==> config.mk <==
export PLATFORM = sky130hd
export DESIGN_NAME = dcpwm_ctrl
export DESIGN_NICKNAME = d
export VERILOG_FILES = /design/src/rtl/dcpwm_pkg.sv /design/src/rtl/dcpwm_frame_buf.sv /design/src/rtl/dcpwm_shifter.sv /design/src/rtl/dcpwm_ctrl.sv
export SDC_FILE = /design/constraint.sdc
export NUM_CORES = 2
export LEC_CHECK = 0
export CORE_MARGIN = 2
export CORE_UTILIZATION = 57
export DETAILED_ROUTE_END_ITERATION = 8
export PLACE_DENSITY = 0.84
export SETUP_SLACK_MARGIN = 0.2
export SKIP_CTS_REPAIR_TIMING = 1
export SLEW_MARGIN = 25
export SYNTH_ARGS = -nofsm -noshare
export SYNTH_HDL_FRONTEND = slang
export SYNTH_SLANG_ARGS = --single-unit
==> constraint.sdc <==
create_clock -name clk_i -period 2.9 [get_ports clk_i]
set_clock_uncertainty 0.15 [all_clocks]
set_input_delay 0.58 -clock clk_i [delete_from_list [all_inputs] [get_ports clk_i]]
set_output_delay 0.58 -clock clk_i [all_outputs]
set_load 0.02 [all_outputs]
==> src/rtl/dcpwm_pkg.sv <==
package dcpwm_pkg;
  typedef enum logic [2:0] {
    ST_INIT,
    ST_RUN,
    ST_GAP,
    ST_BLANK,
    ST_SHIFT,
    ST_LATCH,
    ST_HOLD
  } seq_state_e;
endpackage

==> src/rtl/dcpwm_frame_buf.sv <==
module dcpwm_frame_buf #(
  parameter int NCH   = 64,
  parameter int LVL_W = 12,
  parameter int IDX_W = 7,
  localparam int CW   = $clog2(NCH)
) (
  input  logic             clk_i,
  input  logic             rst_ni,
  input  logic             wr_i,
  input  logic [IDX_W-1:0] wr_idx_i,
  input  logic [LVL_W-1:0] wr_lvl_i,
  input  logic             swap_i,
  input  logic [CW-1:0]    rd_idx_i,
  output logic             dirty_o,
  output logic [LVL_W-1:0] rd_lvl_o
);
  logic [LVL_W-1:0] work_q [NCH];
  logic [LVL_W-1:0] live_q [NCH];
  logic             dirty_q;
  logic             wr_ok;

  assign wr_ok = wr_i && (wr_idx_i < IDX_W'(NCH));

  // promotion copies work into live; live stays untouched by writes
  always_ff @(posedge clk_i or negedge rst_ni) begin
    if (!rst_ni) begin
      for (int i = 0; i < NCH; i++) begin
        work_q[i] <= '0;
        live_q[i] <= '0;
      end
      dirty_q <= 1'b0;
    end else begin
      if (swap_i) begin
        for (int i = 0; i < NCH; i++) live_q[i] <= work_q[i];
      end
      if (wr_ok) work_q[wr_idx_i[CW-1:0]] <= wr_lvl_i;
      if (wr_ok)       dirty_q <= 1'b1;
      else if (swap_i) dirty_q <= 1'b0;
    end
  end

  assign dirty_o  = dirty_q;
  assign rd_lvl_o = live_q[rd_idx_i];
endmodule

==> src/rtl/dcpwm_shifter.sv <==
module dcpwm_shifter #(
  parameter int NCH     = 64,
  parameter int LVL_W   = 12,
  parameter int SCK_DIV = 2,
  parameter int CNT_W   = 10,
  localparam int CW     = $clog2(NCH),
  localparam int BW     = $clog2(LVL_W),
  localparam int DIV_W  = $clog2(SCK_DIV + 1)
) (
  input  logic             clk_i,
  input  logic             rst_ni,
  input  logic             start_i,
  input  logic             clear_i,
  input  logic [CNT_W-1:0] nbits_i,
  input  logic [LVL_W-1:0] ch_lvl_i,
  output logic [CW-1:0]    ch_idx_o,
  output logic             sclk_o,
  output logic             sdata_o,
  output logic             busy_o,
  output logic             done_o
);
  logic             busy_q, zero_q, sclk_q, done_q;
  logic [DIV_W-1:0] div_q;
  logic [CW-1:0]    ch_q;
  logic [BW-1:0]    bit_q;
  logic [CNT_W-1:0] left_q;
  logic             tick;

  assign tick = (div_q == DIV_W'(SCK_DIV - 1));

  always_ff @(posedge clk_i or negedge rst_ni) begin
    if (!rst_ni) begin
      busy_q <= 1'b0;
      zero_q <= 1'b0;
      sclk_q <= 1'b0;
      done_q <= 1'b0;
      div_q  <= '0;
      ch_q   <= '0;
      bit_q  <= '0;
      left_q <= '0;
    end else begin
      done_q <= 1'b0;
      if (start_i && !busy_q) begin
        busy_q <= 1'b1;
        zero_q <= clear_i;
        sclk_q <= 1'b0;
        div_q  <= '0;
        ch_q   <= CW'(NCH - 1);
        bit_q  <= BW'(LVL_W - 1);
        left_q <= nbits_i - 1'b1;
      end else if (busy_q) begin
        div_q <= tick ? '0 : div_q + 1'b1;
        if (tick) begin
          if (!sclk_q) begin
            sclk_q <= 1'b1;
          end else begin
            // falling edge: advance to the next bit
            sclk_q <= 1'b0;
            if (left_q == '0) begin
              busy_q <= 1'b0;
              done_q <= 1'b1;
            end else begin
              left_q <= left_q - 1'b1;
              if (bit_q == '0) begin
                bit_q <= BW'(LVL_W - 1);
                ch_q  <= (ch_q == '0) ? CW'(NCH - 1) : ch_q - 1'b1;
              end else begin
                bit_q <= bit_q - 1'b1;
              end
            end
          end
        end
      end
    end
  end

  assign ch_idx_o = ch_q;
  assign sclk_o   = sclk_q;
  assign sdata_o  = busy_q && !zero_q && ch_lvl_i[bit_q];
  assign busy_o   = busy_q;
  assign done_o   = done_q;
endmodule

==> src/rtl/dcpwm_ctrl.sv <==
module dcpwm_ctrl
  import dcpwm_pkg::*;
#(
  parameter int N_DEV       = 4,
  parameter int CH_PER_DEV  = 16,
  parameter int LVL_W       = 12,
  parameter int GS_CNT      = 4096,
  parameter int GS_HALF     = 2,
  parameter int SCK_DIV     = 2,
  parameter int CLR_PER_DEV = 200,
  localparam int NCH        = N_DEV * CH_PER_DEV,
  localparam int IDX_W      = $clog2(NCH) + 1
) (
  input  logic             clk_i,
  input  logic             rst_ni,
  input  logic             en_i,
  input  logic             mode_i,
  input  logic             wr_i,
  input  logic [IDX_W-1:0] wr_idx_i,
  input  logic [LVL_W-1:0] wr_lvl_i,
  output logic             gsclk_o,
  output logic             blank_o,
  output logic             latch_o,
  output logic             sclk_o,
  output logic             sdata_o
);
  localparam int CW         = $clog2(NCH);
  localparam int FRAME_BITS = NCH * LVL_W;
  localparam int CLR_BITS   = N_DEV * CLR_PER_DEV;
  localparam int MAX_BITS   = (CLR_BITS > FRAME_BITS) ? CLR_BITS : FRAME_BITS;
  localparam int CNT_W      = $clog2(MAX_BITS + 1);
  localparam int PH_W       = $clog2(2 * GS_HALF);
  localparam int GS_W       = $clog2(GS_CNT);

  seq_state_e       st_q, st_d;
  logic [PH_W-1:0]  ph_q;
  logic [GS_W-1:0]  gcnt_q;
  logic             init_go_q, need_lat_q, pend_q, force_q, en_q;
  logic             gsclk_q, blank_q, latch_q;
  logic             sh_start, sh_clear, sh_busy, sh_done, swap, dirty;
  logic [CW-1:0]    ch_idx;
  logic [LVL_W-1:0] ch_lvl;
  logic [CNT_W-1:0] sh_nbits;
  logic             ph_last, run_end, refresh;

  assign ph_last  = (ph_q == PH_W'(2 * GS_HALF - 1));
  assign run_end  = (st_q == ST_RUN) && ph_last && (gcnt_q == GS_W'(GS_CNT - 1));
  assign refresh  = (dirty || force_q) && !sh_busy;
  assign sh_nbits = sh_clear ? CNT_W'(CLR_BITS) : CNT_W'(FRAME_BITS);

  dcpwm_frame_buf #(.NCH(NCH), .LVL_W(LVL_W), .IDX_W(IDX_W)) u_buf (
    .clk_i    (clk_i),
    .rst_ni   (rst_ni),
    .wr_i     (wr_i),
    .wr_idx_i (wr_idx_i),
    .wr_lvl_i (wr_lvl_i),
    .swap_i   (swap),
    .rd_idx_i (ch_idx),
    .dirty_o  (dirty),
    .rd_lvl_o (ch_lvl)
  );

  dcpwm_shifter #(.NCH(NCH), .LVL_W(LVL_W), .SCK_DIV(SCK_DIV), .CNT_W(CNT_W)) u_sh (
    .clk_i    (clk_i),
    .rst_ni   (rst_ni),
    .start_i  (sh_start),
    .clear_i  (sh_clear),
    .nbits_i  (sh_nbits),
    .ch_lvl_i (ch_lvl),
    .ch_idx_o (ch_idx),
    .sclk_o   (sclk_o),
    .sdata_o  (sdata_o),
    .busy_o   (sh_busy),
    .done_o   (sh_done)
  );

  always_comb begin
    st_d     = st_q;
    sh_start = 1'b0;
    sh_clear = 1'b0;
    swap     = 1'b0;
    case (st_q)
      ST_INIT: begin
        sh_start = !init_go_q;
        sh_clear = !init_go_q;
        if (init_go_q && sh_done) st_d = ST_LATCH;
      end
      ST_RUN:   if (run_end) st_d = ST_GAP;
      ST_GAP:   st_d = ST_BLANK;
      ST_BLANK: begin
        if (refresh) begin
          swap = dirty;
          if (mode_i) begin
            sh_start = 1'b1;
            st_d     = ST_SHIFT;
          end else begin
            st_d = need_lat_q ? ST_LATCH : ST_HOLD;
          end
        end else begin
          st_d = (need_lat_q && !sh_busy) ? ST_LATCH : ST_HOLD;
        end
      end
      ST_SHIFT: if (sh_done) st_d = ST_LATCH;
      ST_LATCH: st_d = ST_HOLD;
      ST_HOLD: begin
        sh_start = pend_q;
        st_d     = ST_RUN;
      end
      default:  st_d = ST_INIT;
    endcase
  end

  always_ff @(posedge clk_i or negedge rst_ni) begin
    if (!rst_ni) begin
      st_q       <= ST_INIT;
      ph_q       <= '0;
      gcnt_q     <= '0;
      init_go_q  <= 1'b0;
      need_lat_q <= 1'b0;
      pend_q     <= 1'b0;
      force_q    <= 1'b0;
      en_q       <= 1'b1;
      gsclk_q    <= 1'b0;
      blank_q    <= 1'b1;
      latch_q    <= 1'b0;
    end else begin
      st_q <= st_d;
      en_q <= en_i;
      if (en_i && !en_q)                         force_q <= 1'b1;
      else if (st_q == ST_BLANK && refresh)      force_q <= 1'b0;
      if (st_q == ST_RUN) begin
        ph_q <= ph_last ? '0 : ph_q + 1'b1;
        if (ph_last) gcnt_q <= run_end ? '0 : gcnt_q + 1'b1;
      end else begin
        ph_q   <= '0;
        gcnt_q <= '0;
      end
      if (sh_start && sh_clear) init_go_q <= 1'b1;
      if (st_q == ST_LATCH)                     need_lat_q <= 1'b0;
      else if (sh_done && st_q != ST_INIT)      need_lat_q <= 1'b1;
      if (st_q == ST_BLANK && refresh && !mode_i) pend_q <= 1'b1;
      else if (st_q == ST_HOLD)                   pend_q <= 1'b0;
      // en_i gates the clock one cycle ahead of blanking (gap rule)
      gsclk_q <= (st_q == ST_RUN) && (ph_q >= PH_W'(GS_HALF)) && en_i;
      blank_q <= !(st_q == ST_RUN || st_q == ST_GAP) || !en_q;
      latch_q <= (st_q == ST_LATCH);
    end
  end

  assign gsclk_o = gsclk_q;
  assign blank_o = blank_q;
  assign latch_o = latch_q;
endmodule

==> run metrics <==
outcome=finished, violations left; failing checks=negative setup slack; Rel. slew slack=slightly above 30%; Least-Margin Pin Slew=about 1000 ps; # rows=125; CP Class=reg -> out; Num CTS Buffers=160; RSZ-0062 raised after global routing=yes; Post-Syn Instances=4287; Final #Nets=4574; CP peak stage delay=570 ps; R2R Setup Slk=roughly 310 ps; io pins=29; CP top delay family=multiplexers; Root Buffer=clkbuf_16; core box area=around 120000 um^2; Setup violations, final=1; dpl cells=5883; Max-Cap Viols=0; CP endpoint kind=output pin; vias in the first global route=approximately 42k; crit-path cells=buf_12, buf_12, buf_12, mux4_1, mux4_2, nand3_1, o311ai_1, and3_1, a32oi_2, a32oi_4, buf_6, buf_6; via count=between 30k and 40k; Initial Util=57.27%; die extent in y=345.2 um; pre-CTS setup slack=-1756 ps; Pins Over Slew Limit=0; area delta synth->final=15.95%; vias per inst=6.320; total power=45.95 mW; Pwr Density=597.1 nW/um^2; TritonCTS clock tree=done; Detailed Route WL=roughly 170000 um; crit path buf inv count=5; worst r2r path cells=10; Top FF cell, synth=dfrtp_1; drt initial violations=3640; Post-Layout Cell Count=6190; layout cells sized above 1=50.41%; DRC=0; final hold vios=0; final core utilization=66.40%; worst min path class=in -> reg; commonest non-fill, non-tap cells in the layout=dfrtp_1, mux2_2, buf_4, clkbuf_16, mux2i_1; largest net degree at the start of global routing=127; port buffer count=28; routability congestion estimate=0.9041; Bufs on Longest Clock Path=3; hold path start=wr_lvl_i[9]; Post-Layout Inst Area=76950 um^2; H-tree depth=4; FFs w/ async S/R, synth=100.0%; Max FO, Critical Path=7; clock-pin slew of the registers on the worst-case setup and hold paths=about 60 ps; global route overflow=0; CP most frequent cell=buf_12; EDFF count, synth=0; LEAKAGE=~39 nW; Netlist cell types=70; dpl hpwl=103700 um; commonest non-fill, non-tap cell in the layout=dfrtp_1; GRT Overall Usage=28.17%; Hold Path End=u_buf.work_q[141]; IR drop worst, VDD=0.6176 mV; clk sink count=1588; number of diodes=0; First-pass DRT Iterations=6; first-pass GRT wire length=256500 um; Synth Cell Area=66370 um^2; crit path time final=4839 ps; Routed Antenna Nets=0; syn_nets=4320; type of origin of the critical path=register; Mapped Avg Cell Area=15.48 um^2; Hold WS=65.15 ps; R2R Path End=u_sh.ch_idx_o[4]; fmax=206.6 MHz; die width=345.2 um; Synth warnings=0; Post-DP Area=71310 um^2; Final Cycle Share=166.9%; Worst EP arrival=4110 ps; Critical R2R Launch=u_sh.ch_idx_o[1]; Stages on worst setup path=12; die area=119200 um^2; slowest CP cell=mux4_2; Fin Setup TNS=-1939 ps; Skew-Pair Late Insertion Delay=about 800 ps; routed len/inst=27.23 um; hold path depth=2; Critical Path RT=2170 ps; initial antenna violation count=8; PnR worst setup slack=-1939 ps; Yosys reg bits=1588; sequential fraction of the synthesis area=roughly three fifths
report_power, final:
part	internal, mW	switching (mW)	total, mW
registers	23.0	0.470	23.5
logic	0.817	1.01	1.82
clock network	11.9	8.71	20.6
cell families (layout without fill, tap and decap cells):
| family | count (synthesis) | after routing | synth area share (%) |
|---|---|---|---|
| mux | 1813 | 1813 | 32.64 |
| flops | 1588 | 1588 | 59.88 |
| buf+inv | 343 | 722 | 2.483 |
| simple gates | 283 | 283 | 2.051 |
| compound gates | 237 | 237 | 2.592 |
| xor+xnor | 14 | 14 | 0.1848 |
| fa+ha+maj | 9 | 9 | 0.1697 |
worst reg2reg max path, delay by kind of cell (launching register included):
family,cells,cell delay [ps]
flip-flops,1,440
AND/OR/NAND/NOR,1,290
buffers and inverters,6,1050
AO/OA/AOI/OAI,2,340
adder cells (fa/ha/maj),1,180
cell usage after synthesis, drive strengths merged (6+ instances only):
cell / count / area, um^2
mux4: 124 / 2830
or2: 8 / 50.05
o221ai: 71 / 634.4
nor3: 18 / 90.09
a211oi: 9 / 67.56
nor2: 93 / 349.1
o311ai: 8 / 70.07
o21ai: 18 / 90.09
nand4: 6 / 37.54
nor2b: 11 / 68.82
clkbuf: 267 / 1062
ha: 9 / 112.6
nor3b: 8 / 65.06
nand3: 12 / 60.06
a31oi: 7 / 43.79
or3: 6 / 37.54
nand2b: 13 / 81.33
mux2i: 151 / 1511
mux2: 1538 / 17320
inv: 14 / 52.55
xor2: 12 / 105.1
buf: 60 / 525.5
o22ai: 34 / 212.7
dfrtp: 1586 / 39690
a21oi: 47 / 235.2
nand2: 77 / 289.0
final cells by class:
| cell class | instances | area [um^2] |
|---|---|---|
| flip-flops and latches | 1588 | 39750 |
| multi-input cells | 2356 | 25140 |
| clock buffers | 246 | 4771 |
| clock inverters | 41 | 488.0 |
| repair buffers | 419 | 4830 |
| well taps | 1524 | 1907 |
| inverters | 16 | 60.06 |
| fillers | 7277 | 38940 |
metal layers:
layer	track usage (%)	vias up	part of all wire [%]
met5	0	-	0.029
met4	12.03	8	4.2
met3	5.633	443	6.6
met2	45.57	1441	48
met1	37.44	21089	41
li1	-	16139	-
flip-flops by register name, indices dropped and copies added (netlist names), 2 cells and up:
| register | count |
|---|---|
| u_buf.work_q | 768 |
| st_q | 3 |
| u_buf.live_q | 768 |
| u_sh.div_q | 2 |
| gcnt_q | 12 |
| u_sh.left_q | 10 |
| ph_q | 2 |
| u_sh.ch_idx_o | 6 |
| u_sh.bit_q | 4 |
worst max path at each step:
stage               endpoint  slack [ps]              from
floorplan            sdata_o        -200  u_sh.ch_idx_o[0]
global placement     sdata_o       -1900  u_sh.ch_idx_o[0]
detailed placement   sdata_o       -1760  u_sh.ch_idx_o[0]
CTS                  sdata_o       -2600  u_sh.ch_idx_o[0]
global route         sdata_o       -1970  u_sh.ch_idx_o[0]
finish               sdata_o       -1940  u_sh.ch_idx_o[0]
Power figures use the tool's default switching activity.
